`src/rtl/cmpcc_pkg.sv`:
```
package cmpcc_pkg;

  typedef enum logic [2:0] {
    OP_NOP    = 3'd0,
    OP_CMP    = 3'd1,
    OP_SET    = 3'd2,
    OP_LOOP   = 3'd3,
    OP_LOOPE  = 3'd4,
    OP_LOOPNE = 3'd5
  } op_e;

  typedef enum logic [3:0] {
    CC_EQ = 4'd0,
    CC_NE = 4'd1,
    CC_B  = 4'd2,
    CC_BE = 4'd3,
    CC_A  = 4'd4,
    CC_AE = 4'd5,
    CC_L  = 4'd6,
    CC_LE = 4'd7,
    CC_G  = 4'd8,
    CC_GE = 4'd9
  } cc_e;

  localparam int FLAG_W = 4;

  typedef struct packed {
    logic of;
    logic sf;
    logic zf;
    logic cf;
  } flags_t;

  // Truth of a condition code over a flag set; unknown codes are false.
  function automatic logic cond_holds(input logic [3:0] code, input flags_t f);
    logic lt;
    lt = f.sf ^ f.of;
    case (code)
      CC_EQ:   return f.zf;
      CC_NE:   return !f.zf;
      CC_B:    return f.cf;
      CC_BE:   return f.cf | f.zf;
      CC_A:    return !(f.cf | f.zf);
      CC_AE:   return !f.cf;
      CC_L:    return lt;
      CC_LE:   return lt | f.zf;
      CC_G:    return !(lt | f.zf);
      CC_GE:   return !lt;
      default: return 1'b0;
    endcase
  endfunction

  function automatic logic is_loop_op(input logic [2:0] o);
    return (o == OP_LOOP) || (o == OP_LOOPE) || (o == OP_LOOPNE);
  endfunction

endpackage

```
`src/rtl/cmpcc_flag_gen.sv`:
```
module cmpcc_flag_gen #(
  parameter int DW = 32
) (
  input  logic [DW-1:0]     a,
  input  logic [DW-1:0]     b,
  output cmpcc_pkg::flags_t fl,
  output logic              borrow
);
  localparam int MSB = DW - 1;

  // Subtraction widened by one bit: the extra bit is the unsigned borrow.
  function automatic logic [DW:0] sub_wide(input logic [DW-1:0] x, input logic [DW-1:0] y);
    return {1'b0, x} - {1'b0, y};
  endfunction

  function automatic logic ovf_sub(input logic xs, input logic ys, input logic rs);
    return (xs ^ ys) & (rs ^ xs);
  endfunction

  logic [DW:0]   wide;
  logic [DW-1:0] diff;

  assign wide   = sub_wide(a, b);
  assign diff   = wide[DW-1:0];
  assign borrow = wide[DW];

  always_comb begin
    fl.cf = borrow;
    fl.zf = (diff == '0);
    fl.sf = diff[MSB];
    fl.of = ovf_sub(a[MSB], b[MSB], diff[MSB]);
  end
endmodule

```
`src/rtl/cmpcc_cond_eval.sv`:
```
module cmpcc_cond_eval #(
  parameter int SW = 8
) (
  input  logic [3:0]        cc,
  input  cmpcc_pkg::flags_t fl,
  output logic              hit,
  output logic [SW-1:0]     set_val
);
  assign hit = cmpcc_pkg::cond_holds(cc, fl);

  for (genvar g = 0; g < SW; g++) begin : g_fan
    assign set_val[g] = hit;
  end
endmodule

```
`src/rtl/cmpcc_loop_ctl.sv`:
```
module cmpcc_loop_ctl #(
  parameter int CW = 32
) (
  input  logic [2:0]    op,
  input  logic [CW-1:0] cnt,
  input  logic          zf,
  output logic          loop_op,
  output logic [CW-1:0] cnt_dec,
  output logic          cnt_live,
  output logic          take
);
  localparam logic [CW-1:0] ONE = {{(CW-1){1'b0}}, 1'b1};

  function automatic logic [CW-1:0] dec_wrap(input logic [CW-1:0] v);
    return v - ONE;
  endfunction

  assign loop_op  = cmpcc_pkg::is_loop_op(op);
  assign cnt_dec  = dec_wrap(cnt);
  assign cnt_live = (cnt_dec != '0);

  always_comb begin
    case (op)
      cmpcc_pkg::OP_LOOP:   take = cnt_live;
      cmpcc_pkg::OP_LOOPE:  take = cnt_live & zf;
      cmpcc_pkg::OP_LOOPNE: take = cnt_live & !zf;
      default:              take = 1'b0;
    endcase
  end
endmodule

```
`src/rtl/cmpcc_unit.sv`:
```
module cmpcc_unit #(
  parameter int DATA_W = 32,
  parameter int CNT_W  = 32,
  parameter int SET_W  = 8
) (
  input  logic              clk,
  input  logic              rst_n,
  input  logic              op_valid,
  input  logic [2:0]        op,
  input  logic [3:0]        cc,
  input  logic [DATA_W-1:0] opnd_a,
  input  logic [DATA_W-1:0] opnd_b,
  input  logic [3:0]        flags_in,
  input  logic [CNT_W-1:0]  count_in,
  output logic              out_valid,
  output logic [3:0]        flags_out,
  output logic [SET_W-1:0]  set_byte,
  output logic [CNT_W-1:0]  count_out,
  output logic              take_branch
);
  import cmpcc_pkg::*;

  flags_t             fl_in;
  flags_t             cmp_fl;
  logic               cmp_borrow;
  logic               cond_hit;
  logic [SET_W-1:0]   set_val;
  logic               loop_op;
  logic [CNT_W-1:0]   cnt_dec;
  logic               cnt_live;
  logic               loop_take;

  // Named internal events
  logic               ev_cmp;
  logic               ev_set;

  flags_t             fl_nx;
  logic [SET_W-1:0]   set_nx;
  logic [CNT_W-1:0]   cnt_nx;

  assign fl_in  = flags_t'(flags_in);
  assign ev_cmp = (op == OP_CMP);
  assign ev_set = (op == OP_SET);

  cmpcc_flag_gen #(.DW(DATA_W)) u_flag (
    .a      (opnd_a),
    .b      (opnd_b),
    .fl     (cmp_fl),
    .borrow (cmp_borrow)
  );

  cmpcc_cond_eval #(.SW(SET_W)) u_cond (
    .cc      (cc),
    .fl      (fl_in),
    .hit     (cond_hit),
    .set_val (set_val)
  );

  cmpcc_loop_ctl #(.CW(CNT_W)) u_loop (
    .op       (op),
    .cnt      (count_in),
    .zf       (fl_in.zf),
    .loop_op  (loop_op),
    .cnt_dec  (cnt_dec),
    .cnt_live (cnt_live),
    .take     (loop_take)
  );

  always_comb begin
    fl_nx  = ev_cmp  ? cmp_fl  : fl_in;
    set_nx = ev_set  ? set_val : '0;
    cnt_nx = loop_op ? cnt_dec : count_in;
  end

  always_ff @(posedge clk) begin
    if (!rst_n) begin
      out_valid   <= 1'b0;
      flags_out   <= '0;
      set_byte    <= '0;
      count_out   <= '0;
      take_branch <= 1'b0;
    end else begin
      out_valid <= op_valid;
      if (op_valid) begin
        flags_out   <= fl_nx;
        set_byte    <= set_nx;
        count_out   <= cnt_nx;
        take_branch <= loop_take;
      end
    end
  end
endmodule

```
`config.mk`:
```
export PLATFORM = sky130hd
export DESIGN_NAME = cmpcc_unit
export DESIGN_NICKNAME = d
export VERILOG_FILES = /design/src/rtl/cmpcc_pkg.sv /design/src/rtl/cmpcc_flag_gen.sv /design/src/rtl/cmpcc_cond_eval.sv /design/src/rtl/cmpcc_loop_ctl.sv /design/src/rtl/cmpcc_unit.sv
export SDC_FILE = /design/constraint.sdc
export NUM_CORES = 1
export LEC_CHECK = 0
export ABC_AREA = 0
export CAP_MARGIN = 0
export CORE_MARGIN = 4
export CORE_UTILIZATION = 50
export CTS_CLUSTER_SIZE = 24
export DETAILED_ROUTE_END_ITERATION = 12
export PLACE_DENSITY = 0.87
export SKIP_LAST_GASP = 1
export SLEW_MARGIN = 0
export SYNTH_ARGS = -nofsm -noshare
export SYNTH_HDL_FRONTEND = slang
export SYNTH_SLANG_ARGS = --single-unit
```
`constraint.sdc`:
```
create_clock -name clk -period 10 [get_ports clk]
set_input_delay 2 -clock clk [delete_from_list [all_inputs] [get_ports clk]]
set_output_delay 2 -clock clk [all_outputs]
set_load 0.1 [all_outputs]
```
==> metrics.csv <==
stage;metric;value;unit
outcome;outcome;finished clean;
synthesis;ys flop type;dfxtp_1;
route;post-DR wirelength/cell;17.3;um
worst_setup_path;WS Path Type;in2reg;
synthesis;cells after synthesis;632;
clock_tree;clock slew at reported path FFs;0.08;ns
synthesis;fraction of registers with async set/reset;0;%
floorplanning;die area;10800;um2
worst_setup_path;worst stage delay on the critical path;0.54;ns
worst_setup_path;worst-path cell chain;clkdlybuf4s50_1, ha_1, inv_1, fa_1, xnor2_1, nand4_1, or4_1, a2111oi_0, and4_1, nand4_1, or4_1, nor4_2, nand4_1, o41ai_2;
timing;worst-margin pin slew;1.02;ns
worst_setup_path;critical path required time;10.21;ns
synthesis;syn nets;777;
job;Max-Cap Viols;0;
grt;global-route wire length before repair;24500;um
route;via/cell ratio;5.95;
place;Post-DP Area;6140;um2
timing;Final Cycle Share;53.8;%
clock_tree;# hold bufs at CTS;0;
final_layout;fin util;70.5;%
final_layout;Fill cells;723;
timing;clock skew;0;ns
worst_setup_path;nature of the critical path endpoint;register;
place;Setup WS pre-CTS;4.33;ns
worst_setup_path;slowest CP cell;or4_1;
timing;setup slack after layout;4.62;ns
route;final WL;15100;um
synthesis;Post-synth EDFFs;0;
place;number of port buffers;155;
grt;grt total ovfl;0;
worst_setup_path;CP max FO;4;
floorplanning;Core Area;8850;um2
place;Routability Congestion;0.906;
clock_tree;CTS sink count;39;
power;Pleak;2.63;nW
route;drt first pass iters;5;
grt;initial antenna violation count;0;
timing;worst rel slew slack;31.6;%
synthesis;Avg Synthesized Cell Area;7.26;um2
timing;Max Slew Vio Count;0;
clock_tree;CTS HTree Levels;2;
final_layout;area grow syn2layout;35.9;%
timing;unrepaired setup endpoints after global routing;no;
floorplanning;Initial Util;51.9;%
final_layout;final instance area;6240;um2
timing;Setup TNS Final;0;ns
clock_tree;Max clock buf depth;2;
floorplanning;Die Y;104;um
timing;Fmax;186;MHz
floorplanning;I/O Pins;156;
clock_tree;CTS root buf;clkbuf_8;
power;PD cells;102;nW/um2
timing;final setup vio count;0;
synthesis;register bit total from synthesis;39;
power;Max VDD drop;0.0848;mV
final_layout;Ant. Diodes;0;
floorplanning;Site Rows;34;
worst_setup_path;Most common cell on crit path;nand4_1;
route;Iter 0 DRT Violations;380;
synthesis;post-synth cell types;69;
worst_setup_path;critical path arrival;5.59;ns
worst_hold_path;Worst Hold Class;reg2reg;
grt;overall routing resource usage;26.9;%
route;Antenna Nets Post-Route;0;
synthesis;cell area after synthesis;4590;um2
clock_tree;worst-skew pair later-pin latency;0.29;ns
synthesis;register area share after synthesis;17.0;%
timing;Final Critical Period;5.38;ns
grt;largest net degree at the start of global routing;78;
clock_tree;CTS tree;built;
grt;vias in the first global route;4913;
worst_setup_path;Worst setup SP type;input port;
final_layout;share of layout cells above drive strength 1;3.01;%
place;detailed placement HPWL;12100;um
timing;final hold vios;0;
route;number of remaining DRC errors;0;
clock_tree;PostCTS Resize Cnt;0;
clock_tree;post-CTS setup buffer count;0;
clock_tree;TritonCTS buffer count;5;
floorplanning;die width;104;um
final_layout;NumNets Final;909;
route;vias post-DR;5192;
synthesis;Synth warnings;0;
power;total power;0.639;mW
## state kept, by name, indices dropped and copies added, names as in the netlist
register / count
out_valid: 1
take_branch: 1
count_out: 32
set_byte: 1
flags_out: 4
## layout make-up
| type | count | area [um2] | area share, % |
|---|---|---|---|
| tap | 108 | 135 | 2.17 |
| sequential | 39 | 781 | 12.5 |
| inverter | 50 | 188 | 3.01 |
| clock inverter | 1 | 30.0 | 0.481 |
| multi-input combinational | 511 | 3470 | 55.7 |
| timing repair buffer | 157 | 1560 | 25.0 |
| clock buffer | 6 | 72.6 | 1.16 |
## cells in the mapped netlist (all sizes together), types with 11 or more instances
master	number	area, um2
o21ai	35	175
xor2	20	175
nand3	12	60.1
dfxtp	39	781
clkbuf	21	78.8
inv	50	188
o211a	30	300
nor3	29	150
a21oi	39	195
nor2	35	131
xnor2	31	272
ha	34	425
nand2	79	297
buf	11	70.1
nand2b	13	81.3
## layer usage
layer  vias up  track usage (%)  share of wire, %
met5         -                0                 0
met4         0             4.08              0.90
met3        15             6.90               9.0
met2       229             42.2                44
met1      2409             37.8                46
li1       2539                -                 -
## where the power goes
part	internal, mW	switching (mW)
Combinational	0.128	0.208
Sequential	0.166	0.00674
Clock	0.0732	0.0571
## cell families (layout without fill, tap and decap cells)
family | count (synthesis) | after routing | share of synthesized area, %
AOI/OAI and AO/OA | 183 | 183 | 28.1
DFF | 39 | 39 | 17.0
buffers and inverters | 82 | 214 | 7.33
muxes | 7 | 7 | 1.55
xor gates and xnor gates | 51 | 51 | 9.73
and+or+nand+nor | 235 | 235 | 26.6
adders and majority gates | 35 | 35 | 9.70
## worst max-delay path, delay by kind of cell
| family | cells | cell delay [ns] |
|---|---|---|
| xor gates and xnor gates | 1 | 0.21 |
| AOI/OAI and AO/OA | 2 | 0.54 |
| and+or+nand+nor | 7 | 1.72 |
| adders and majority gates | 2 | 0.59 |
| buffers and inverters | 2 | 0.51 |
## layout by cell type (no fill, tap or decap), types with 9 or more instances in the layout
cell type and instances:
a211oi_1 9, a21oi_1 39, clkdlybuf4s50_1 154, dfxtp_1 39
ha_1 34, inv_1 50, nand2_1 79, nand2b_1 13
nand3_1 12, nor2_1 35, nor2b_1 10, nor3_1 28
o211a_1 30, o211ai_1 10, o21ai_0 32, xnor2_1 31
xor2_1 20
## final timing paths
kind | start | end | slack (ns) | cells after the start
hold reg to reg | count_out[27]$_SDFFE_PN0P_ | count_out[27]$_SDFFE_PN0P_ | 0.48 | 1
setup / recovery | opnd_b[0] | flags_out[1]$_SDFFE_PN0P_ | 4.62 | 14
setup reg to reg | flags_out[1]$_SDFFE_PN0P_ | flags_out[1]$_SDFFE_PN0P_ | 7.28 | 9
hold / removal | count_out[27]$_SDFFE_PN0P_ | count_out[27]$_SDFFE_PN0P_ | 0.48 | 1
## per-stage QoR
step,hold WS (ns),std cells
floorplan,0.918,632
global placement,0.461,865
detailed placement,0.471,865
CTS,0.488,872
global route,0.515,872
finish,0.483,872
No activity file was read; power rests on OpenSTA's default activity.
